==> src/rtl/rfsf_pkg.sv <==
package rfsf_pkg;

    typedef enum logic [1:0] {
        LVL_ONE  = 2'd0,
        LVL_HALF = 2'd1,
        LVL_NEAR = 2'd2,
        LVL_ALL  = 2'd3
    } lvl_sel_e;

    // Map a level code to an entry count for a queue of the given depth.
    function automatic int unsigned lvl_to_count(input logic [1:0] sel, input int unsigned depth);
        case (lvl_sel_e'(sel))
            LVL_ONE:  return 1;
            LVL_HALF: return depth / 2;
            LVL_NEAR: return depth - 1;
            default:  return depth;
        endcase
    endfunction

endpackage

==> src/rtl/rfsf_ring.sv <==
module rfsf_ring #(
    parameter int DEPTH = 8,
    parameter int LEN_W = 12,
    parameter int ERR_W = 4,
    localparam int PTR_W = $clog2(DEPTH),
    localparam int CNT_W = $clog2(DEPTH + 1),
    localparam int ENT_W = LEN_W + ERR_W
) (
    input  logic             clk,
    input  logic             rst_n,
    input  logic             push_req,
    input  logic             pop_req,
    input  logic             clr_ovf,
    input  logic [LEN_W-1:0] in_len,
    input  logic [ERR_W-1:0] in_err,
    output logic [LEN_W-1:0] head_len,
    output logic [ERR_W-1:0] head_err,
    output logic [CNT_W-1:0] occ,
    output logic             is_empty,
    output logic             ovf
);

    typedef struct packed {
        logic [DEPTH-1:0][ENT_W-1:0] mem;
        logic [PTR_W-1:0]            wr;
        logic [PTR_W-1:0]            rd;
        logic [CNT_W-1:0]            occ;
        logic                        ovf;
    } ring_t;

    ring_t s_d, s_q;
    logic  full_w, empty_w, push_ok, pop_ok;

    function automatic logic [PTR_W-1:0] nxt(input logic [PTR_W-1:0] p);
        return (p == PTR_W'(DEPTH - 1)) ? '0 : p + PTR_W'(1);
    endfunction

    assign full_w  = (s_q.occ == CNT_W'(DEPTH));
    assign empty_w = (s_q.occ == '0);

    always_comb begin
        s_d     = s_q;
        push_ok = push_req && !full_w;
        pop_ok  = pop_req && !empty_w;
        if (push_ok) begin
            s_d.mem[s_q.wr] = {in_len, in_err};
            s_d.wr          = nxt(s_q.wr);
        end
        if (pop_ok) begin
            s_d.rd = nxt(s_q.rd);
        end
        case ({push_ok, pop_ok})
            2'b10:   s_d.occ = s_q.occ + CNT_W'(1);
            2'b01:   s_d.occ = s_q.occ - CNT_W'(1);
            default: s_d.occ = s_q.occ;
        endcase
        if (push_req && full_w) begin
            s_d.ovf = 1'b1;
        end else if (clr_ovf) begin
            s_d.ovf = 1'b0;
        end
    end

    always_ff @(posedge clk) begin
        if (!rst_n) begin
            s_q <= '0;
        end else begin
            s_q <= s_d;
        end
    end

    assign head_len = s_q.mem[s_q.rd][ENT_W-1:ERR_W];
    assign head_err = s_q.mem[s_q.rd][ERR_W-1:0];
    assign occ      = s_q.occ;
    assign is_empty = empty_w;
    assign ovf      = s_q.ovf;

endmodule

==> src/rtl/rfsf_idle_timer.sv <==
module rfsf_idle_timer #(
    parameter int LIMIT = 200000,
    localparam int TMR_W = $clog2(LIMIT + 1)
) (
    input  logic clk,
    input  logic rst_n,
    input  logic restart,
    input  logic arm,
    output logic fire
);

    typedef struct packed {
        logic [TMR_W-1:0] cnt;
    } tmr_t;

    tmr_t t_d, t_q;
    logic expired;

    assign expired = (t_q.cnt == TMR_W'(LIMIT));

    always_comb begin
        t_d = t_q;
        if (restart) begin
            t_d.cnt = '0;
        end else if (!expired) begin
            t_d.cnt = t_q.cnt + TMR_W'(1);
        end
    end

    always_ff @(posedge clk) begin
        if (!rst_n) begin
            t_q <= '0;
        end else begin
            t_q <= t_d;
        end
    end

    assign fire = expired && arm;

endmodule

==> src/rtl/rfsf_readout.sv <==
module rfsf_readout #(
    parameter int LEN_W = 12,
    parameter int ERR_W = 4
) (
    input  logic             sel_hi,
    input  logic             sel_lo,
    input  logic             sel_st,
    input  logic [LEN_W-1:0] head_len,
    input  logic [ERR_W-1:0] head_err,
    input  logic             empty,
    input  logic             ovf,
    output logic [7:0]       byte_out
);

    logic [15:0] len16;
    logic [7:0]  stat;

    always_comb begin
        len16 = empty ? 16'd0 : 16'(head_len);
        stat  = '0;
        stat[ERR_W-1:0] = empty ? '0 : head_err;
        stat[4] = empty;
        stat[5] = ovf;
        if (sel_hi) begin
            byte_out = len16[15:8];
        end else if (sel_lo) begin
            byte_out = len16[7:0];
        end else if (sel_st) begin
            byte_out = stat;
        end else begin
            byte_out = '0;
        end
    end

endmodule

==> src/rtl/rx_frame_status_fifo.sv <==
module rx_frame_status_fifo #(
    parameter int DEPTH      = 8,
    parameter int LEN_W      = 12,
    parameter int ERR_W      = 4,
    parameter int CYC_PER_MS = 200000,
    localparam int CNT_W     = $clog2(DEPTH + 1)
) (
    input  logic             clk,
    input  logic             rst_n,
    input  logic             frame_end,
    input  logic [LEN_W-1:0] frame_len,
    input  logic [ERR_W-1:0] frame_err,
    input  logic [1:0]       thr_sel,
    input  logic             rd_len_hi,
    input  logic             rd_len_lo,
    input  logic             rd_stat,
    output logic [7:0]       rd_data,
    output logic             fifo_empty,
    output logic             thr_irq,
    output logic             tmo_irq
);

    logic [LEN_W-1:0] head_len;
    logic [ERR_W-1:0] head_err;
    logic [CNT_W-1:0] occ;
    logic [CNT_W-1:0] level;
    logic             ovf;
    logic             restart;

    rfsf_ring #(
        .DEPTH (DEPTH),
        .LEN_W (LEN_W),
        .ERR_W (ERR_W)
    ) u_ring (
        .clk      (clk),
        .rst_n    (rst_n),
        .push_req (frame_end),
        .pop_req  (rd_stat),
        .clr_ovf  (rd_stat),
        .in_len   (frame_len),
        .in_err   (frame_err),
        .head_len (head_len),
        .head_err (head_err),
        .occ      (occ),
        .is_empty (fifo_empty),
        .ovf      (ovf)
    );

    assign level   = CNT_W'(rfsf_pkg::lvl_to_count(thr_sel, DEPTH));
    assign thr_irq = (occ >= level);
    assign restart = frame_end || (rd_stat && !fifo_empty);

    rfsf_idle_timer #(
        .LIMIT (CYC_PER_MS)
    ) u_tmr (
        .clk     (clk),
        .rst_n   (rst_n),
        .restart (restart),
        .arm     (!fifo_empty && !thr_irq),
        .fire    (tmo_irq)
    );

    rfsf_readout #(
        .LEN_W (LEN_W),
        .ERR_W (ERR_W)
    ) u_rd (
        .sel_hi   (rd_len_hi),
        .sel_lo   (rd_len_lo),
        .sel_st   (rd_stat),
        .head_len (head_len),
        .head_err (head_err),
        .empty    (fifo_empty),
        .ovf      (ovf),
        .byte_out (rd_data)
    );

endmodule

==> config.mk <==
export PLATFORM = sky130hd
export DESIGN_NAME = rx_frame_status_fifo
export DESIGN_NICKNAME = d
export VERILOG_FILES = /design/src/rtl/rfsf_pkg.sv /design/src/rtl/rfsf_ring.sv /design/src/rtl/rfsf_idle_timer.sv /design/src/rtl/rfsf_readout.sv /design/src/rtl/rx_frame_status_fifo.sv
export SDC_FILE = /design/constraint.sdc
export NUM_CORES = 1
export LEC_CHECK = 0
export BUFFER_PORTS_ARGS = -buffer_cell sky130_fd_sc_hd__buf_2
export CAP_MARGIN = 20
export CORE_MARGIN = 3
export CORE_UTILIZATION = 46
export CTS_CLUSTER_SIZE = 30
export DETAILED_ROUTE_END_ITERATION = 10
export GPL_ROUTABILITY_DRIVEN = 1
export HOLD_SLACK_MARGIN = 0.05
export PLACE_DENSITY = 0.67
export SYNTH_ARGS = -nofsm -noshare
export SYNTH_HDL_FRONTEND = slang
export SYNTH_SLANG_ARGS = --single-unit
==> constraint.sdc <==
create_clock -name clk -period 3.4 [get_ports clk]
set_clock_uncertainty 0.05 [all_clocks]
set_input_delay 0.34 -clock clk [delete_from_list [all_inputs] [get_ports clk]]
set_output_delay 0.34 -clock clk [all_outputs]
set_load 0.01 [all_outputs]
==> results of run 1 <==
[cells in the final DEF (no fill, tap or decap), types with 5 or more instances in the layout]
cell type / n
dfxtp_1: 156
mux2i_1: 145
nor2b_1: 132
buf_2: 34
mux4_2: 32
nand2_1: 23
nor2_1: 22
clkbuf_16: 17
ha_1: 15
buf_4: 13
xor2_1: 11
inv_1: 11
nand3_1: 8
o21ai_0: 8
xnor2_1: 6
nor4_1: 5
nand4_1: 5
a21oi_1: 5
a21boi_0: 5
[worst min-delay path, stage by stage]
cell	delay [ns]
buf_2	0.11
a32oi_1	0.09
nor2b_1	0.10
[through the flow]
stage / setup WS, ns / utilization / hold WS [ns] / area [sq um] / cells
after floorplan: 0.7594 / - / 0.4206 / 7607 / 695
after CTS: 0.3943 / 0.5270 / 0.1971 / 8462 / 932
final: 0.4304 / 0.5270 / 0.2142 / 8462 / 932
after detailed placement: 0.4820 / 0.4923 / 0.4506 / 7905 / 902
after global routing: 0.2680 / 0.5270 / 0.2401 / 8462 / 932
after global placement: 0.6015 / 0.4923 / 0.4409 / 7905 / 902
[area by class of cell]
class                      instances  area (sq um)  area share
timing repair buffer              50         327.8     0.03874
clock buffer                      21         440.4     0.05205
sequential                       157          3144      0.3716
inverter                          12         47.55    0.005619
multi-input combinational        467          4115      0.4863
clock inverter                     9         116.4     0.01375
tap                              216         270.3     0.03194
[how the worst max path moves through the flow]
stage	from	to	slack, ns
5_1_grt	u_ring.occ[3]	u_ring.occ[2]	0.27
4_1_cts	u_ring.s_q[5]	rd_data[1]	0.39
6_report	u_ring.occ[3]	u_ring.occ[2]	0.43
3_5_place_dp	u_ring.occ[3]	u_ring.occ[2]	0.48
2_1_floorplan	u_ring.occ[3]	u_ring.occ[2]	0.76
3_3_place_gp	u_ring.occ[3]	u_ring.occ[2]	0.60
[state kept, by name, summed over array words and instances (netlist names)]
register and cells:
u_ring.ovf 1, u_tmr.t_q 18, u_ring.s_q 134, u_ring.occ 4
[power by group through the flow]
stage / Combinational, W / Sequential (W) / Clock, W
2_1_floorplan: 0.000709 / 0.00200 / 0
3_3_place_gp: 0.000890 / 0.00206 / 0
3_5_place_dp: 0.000907 / 0.00207 / 0
4_1_cts: 0.000911 / 0.00203 / 0.00185
5_1_grt: 0.000976 / 0.00204 / 0.00193
6_report: 0.000899 / 0.00203 / 0.00182
[kinds of logic after synthesis]
logic type / synth area share
mux: 0.2870
simple gates: 0.1780
flops: 0.4132
xor+xnor: 0.01957
compound gates: 0.03060
fa+ha+maj: 0.02467
buf+inv: 0.04704
[routing by layer]
| layer | track usage | vias up |
|---|---|---|
| li1 | - | 2434 |
| met1 | 0.2552 | 2446 |
| met2 | 0.3131 | 125 |
| met3 | 0.04732 | 16 |
| met4 | 0.05204 | 2 |
| met5 | 0 | - |
==> metrics.md, run 1 <==
| Metric | Value |
|---|---|
| Synth unique cells | 54 |
| Clock power share | 0.384 |
| Worst Path Buf+Inv | 1 |
| Hold Path Cell Cnt | 3 |
| GP Congestion | 0.8317 |
| Nets | 744 |
| Critical Path End Type | register |
| Crit path launch type | register |
| Slew headroom | 0.3959 |
| First-pass GRT wire length | 27320 microns |
| Worst path arrival time | ~3.3 ns |
| DRT iter0 DRCs | between 200 and 300 |
| # Post-CTS Setup Buffers | 0 |
| Seq cells post-synth | 157 |
| Top cells by count, synth | 157 x dfxtp_1, 145 x mux2i_1, 132 x nor2b_1, 32 x mux4_2, 26 x buf_2 |
| Most common cell in the synthesized netlist | dfxtp_1 |
| Worst Reg-to-Reg Cells | 10 |
| Sequential fraction of the synthesis area | 0.4132 |
| Fillers | around 1400 |
| Hold Crit Endpoint | u_ring.ovf |
| Synth warnings | 0 |
| Reg2Reg Setup Slack | about 0.43 ns |
| Clk_lat worst skew | 0.41 ns |
| WL met2 | 7914 microns |
| Comb pwr share | 0.189 |
| Mean Syn Cell Area | around 11 sq um |
| Net Switching | 0.001327 W |
| Final Cycle Share | 0.8734 |
| Number of port buffers | 34 |
| Post-cts hold buffer count | 0 |
| 1st-pass router iterations | 5 |
| Endpoints failing setup | 0 |
| Resize count post-CTS | 0 |
| Worst R2R Start | u_ring.occ[3] |
| WL/cell | 17.95 microns |
| Setup TNS | 0 ns |
| Die X | 134.6 microns |
| Largest net degree at the start of global routing | 51 |
| Power per cell area | around 560 nW/um^2 |
| Critical path's slowest cell | or4_1 |
| Met3 WL | 809 microns |
| Layout cells sized above 1 | 0.1676 |
| Crit path required time | 3.69 ns |
| Seq pwr share | 0.427 |
| GRT Total Usage | 0.1915 |
| Vias | 5023 |
| RSZ-0062 raised after global routing | false |
| Mapped Cells | 695 |
| Max_cap viols | 0 |
| Synthesized area | between 7000 and 8000 sq um |
| Largest area contributor in the netlist | dfxtp_1 |
| H-tree levels | 4 |
| Tmin final | 2.970 ns |
| Max Root-Sink Buffers | 2 |
| DP HPWL | 10910 microns |
| Status | finished clean |
| Peak supply drop | 0.0003640 V |
| Switching part of the total | 0.2796 |
| Rows | 46 |
| Clock Sinks | 157 |
| Worst R2R End | u_ring.occ[2] |
| Dominant cells by area after synthesis | dfxtp_1 41%, mux2i_1 19%, nor2b_1 11% |
| Core Box Area | ~16000 sq um |
| DRC | 0 |
| Critical path depth | 10 |
| Antenna Nets Post-Route | 0 |
| Leak Pwr | ~3.4 nW |
| Measured slew at the worst slew-check pin | 0.9023 ns |
| Die area | 18120 sq um |
| Vias per cell | 5.389 |
| Critical path peak fanout | 6 |
| Hold Path Class | primary input to register |
| Final wirelength | 16730 microns |
| CTS Buf Count | 17 |
| Top layer in use | met5 |
| M1 wire length | 7835 microns |
| Worst-path cell chain | or4_1 > nand2_1 > inv_1 > ha_1 > xor2_1 > ha_1 > a21oi_1 > xor2_1 > or3_1 > a21boi_0 |
| Largest delay contributor family on the critical path | simple AND/OR/NAND/NOR gates |
| Critical path class | register to register |
| # diodes | 0 |
| Root Driver | clkbuf_16 |
| Ys async rst share | 0 |
| GRT overflow | 0 |
| Top_reg_cell synth | dfxtp_1 |
| Largest stage delay, worst path | 0.67 ns |
| Fmax | 336.8 MHz |
| Antenna violations before repair | 1 |
| Yosys top cell area share | 0.4132 |
| Clock transition at the registers of the reported paths | roughly 0.060 ns |
| Syn-to-layout area delta | 11.23% |
| Chip height | between 100 and 150 microns |
| Hold Path Origin | frame_end |
| Top Ports | 35 |
| Max-slew violation count | 0 |
| Post-synth EDFFs | 0 |
| TritonCTS clock tree | yes |
| Starting density of the core | 0.4737 |
| Total power | 0.004747 W |
| Cell-internal power | 0.003420 W |
| Final hold vios | 0 |
| Syn nets | around 730 |
| Vias in the first global route | 5157 |
Note: power is estimated with default switching activity, not from simulation.
==> run 2: changes to the inputs <==
- ABC_AREA: unset -> 1
- PLACE_DENSITY: 0.67 -> 0.63
- clock period: 3.4 -> 3.79 ns (I/O delays scaled with it)
==> run 2 against run 1 <==
  * Flip-flop and latch count stayed put
  * Count of clock-buffer cells in the layout unchanged
  * Final area shrank 2.4%
  * Die area decreased by 2.3%
  * Critical path type is now register to output port
  * Critical endpoint is now rd_data[0]
==> metrics.md, run 2 <==
| Metric | Value |
|---|---|
| GP Congestion | about 0.83 |
| Reg2Reg Setup Slack | 1.56 ns |
| Number of port buffers | 34 |
| Most common cell after layout, fill and taps aside | a21oi_1 |
| Peak supply drop | 0.0004966 V |
| Vias in the first global route | around 6400 |
| Met3 WL | between 1000 and 1500 microns |
| Max-slew violation count | 0 |
| Tmin final | ~2.9 ns |
| Design area | approximately 8300 sq um |
| Setup TNS | 0 ns |
| Mapped Cells | 1044 |
| Largest register by flop count | u_ring.s_q |
| Rows | 45 |
| Fmax | about 340 MHz |
| Post-DP Area | 7654 sq um |
| Sequential fraction of the synthesis area | 0.4233 |
| Worst path arrival time | 2.48 ns |
| Hold Path Cell Cnt | 3 |
| # diodes | 0 |
| DRC | 0 |
| H-tree levels | 4 |
| Largest net degree at the start of global routing | 79 |
| Critical Path End Type | output port |
| Synth warnings | 0 |
| Root Driver | clkbuf_16 |
| TritonCTS clock tree | yes |
| Seq cells post-synth | ~160 |
| Ys async rst share | 0 |
| Post-cts hold buffer count | 0 |
| Layout cells sized above 1 | 0.09177 |
| Die X | 133.0 microns |
| Final Cycle Share | 0.7669 |
| Final wirelength | roughly 21000 microns |
| Antenna violations before repair | 0 |
| Nets | 1083 |
| Clock transition at the registers of the reported paths | 0.07 ns |
| Dominant cells by area after synthesis | dfxtp_1 42%, a21oi_1 13%, o21ai_0 8.2% |
| Synth unique cells | 32 |
| Most common cell in the synthesized netlist | a21oi_1 |
| GRT overflow | 0 |
| # Post-CTS Setup Buffers | 0 |
| Vias | 6899 |
| WL/cell | 16.51 microns |
| Mean Syn Cell Area | 7.112 sq um |
| Antenna Nets Post-Route | 0 |
| Top layer in use | met4 |
| Crit path required time | ~3.4 ns |
| Core Box Area | roughly 15000 sq um |
| Endpoints failing setup | 0 |
| DRT iter0 DRCs | 620 |
| Worst R2R Start | u_ring.s_q[10] |
| Max reg flops | 134 |
| Leak Pwr | 3.035 nW |
| Post-synth EDFFs | 0 |
| Syn nets | roughly 1100 |
| Clk_lat worst skew | about 0.42 ns |
| Worst R2R End | u_ring.s_q[51] |
| Status | finished clean |
| CTS Buf Count | 17 |
| Max_cap viols | 0 |
| GRT Total Usage | 0.2409 |
| WL met2 | 9649 microns |
| Clock Sinks | 157 |
| Yosys top cell area share | 0.4233 |
| Synthesized area | 7425 sq um |
| Starting density of the core | 0.4795 |
| Measured slew at the worst slew-check pin | 0.9170 ns |
| Power per cell area | 635.0 nW/um^2 |
| Fin cells | around 1300 |
| Die area | 17700 sq um |
| Max Root-Sink Buffers | 2 |
| Placed Cells | 1236 |
| Critical path peak fanout | 60 |
| Top Ports | 35 |
| Slew headroom | 0.3880 |
| Largest area contributor in the netlist | dfxtp_1 |
| Commonest non-fill, non-tap cells in the layout | 191 x a21oi_1, 155 x nand2_1, 155 x dfxtp_1 |
| DP HPWL | 12680 microns |
| Worst setup path start | u_ring.s_q[5] |
| Total power | 0.005243 W |
| Hold Path Origin | frame_len[10] |
| Top_reg_cell synth | dfxtp_1 |
| Hold Path Class | primary input to register |
| Crit path launch type | register |
| Top cells by count, synth | 191 x a21oi_1, 157 x dfxtp_1, 155 x nand2_1, 122 x o21ai_0, 118 x nand3_1 |
| Chip height | approximately 130 microns |
| Vias per cell | 5.441 |
| Syn-to-layout area delta | 11.19% |
| M1 wire length | 9637 microns |
| Resize count post-CTS | 0 |
| Worst Reg-to-Reg Cells | 6 |
| Critical path class | register to output port |
| RSZ-0062 raised after global routing | false |
| Final hold vios | 0 |
| 1st-pass router iterations | 5 |
| First-pass GRT wire length | 34020 microns |
| Hold Crit Endpoint | u_ring.s_q[121] |
## run 2: area by class of cell
type	count	area [sq um]
clock buffers	21	461.7
clock inverters	11	140.1
multi-input cells	701	3527
flip-flops and latches	157	3148
repair buffers	46	260.3
inverters	121	454.2
well taps	211	264.0
fillers	1536	7228
## run 2: how the worst max path moves through the flow
| stage | end | slack, ns |
|---|---|---|
| 2_1_floorplan | u_ring.occ[2] | 1.65 |
| 3_3_place_gp | rd_data[4] | 1.36 |
| 3_5_place_dp | rd_data[0] | 1.37 |
| 4_1_cts | rd_data[0] | 0.90 |
| 5_1_grt | rd_data[1] | 0.63 |
| 6_report | rd_data[0] | 0.88 |
## run 2: kinds of logic (layout without fill, tap and decap cells)
| group | after synthesis | in the layout | share of synthesized area |
|---|---|---|---|
| and+or+nand+nor | 337 | 337 | 0.2031 |
| adders and majority gates | 15 | 15 | 0.02528 |
| DFF | 157 | 157 | 0.4233 |
| xor gates and xnor gates | 2 | 2 | 0.002360 |
| AOI/OAI and AO/OA | 347 | 347 | 0.2444 |
| buffers and inverters | 186 | 199 | 0.1016 |
## run 2: through the flow
step | setup slack (ns) | util | hold slack (ns)
6_report | 0.8834 | 0.5332 | 0.2342
3_3_place_gp | 1.356 | 0.4943 | 0.3929
3_5_place_dp | 1.370 | 0.4943 | 0.3950
4_1_cts | 0.9011 | 0.5332 | 0.2273
5_1_grt | 0.6332 | 0.5332 | 0.2455
2_1_floorplan | 1.651 | - | 0.3745
## run 2: layer usage
metal	track usage	vias up
met1	0.3279	3154
li1	-	3503
met5	0	-
met2	0.3832	220
met4	0.06120	0
met3	0.06084	22
## run 2: power breakdown
group	leakage, nW	switching, W	internal (W)	total [W]
Sequential	1.27	0.000126	0.00177	0.00190
Clock	0.296	0.000685	0.00107	0.00176
Combinational	1.47	0.00109	0.000502	0.00159
## run 2: worst max-delay path, stage by stage (launching register included)
cell	delay (ns)
dfxtp_4	0.64
buf_4	0.55
o211ai_1	0.17
nand3_1	0.11
nand3_1	0.12
nand2_1	0.13
nand2_1	0.07
nand2_1	0.07
buf_2	0.15
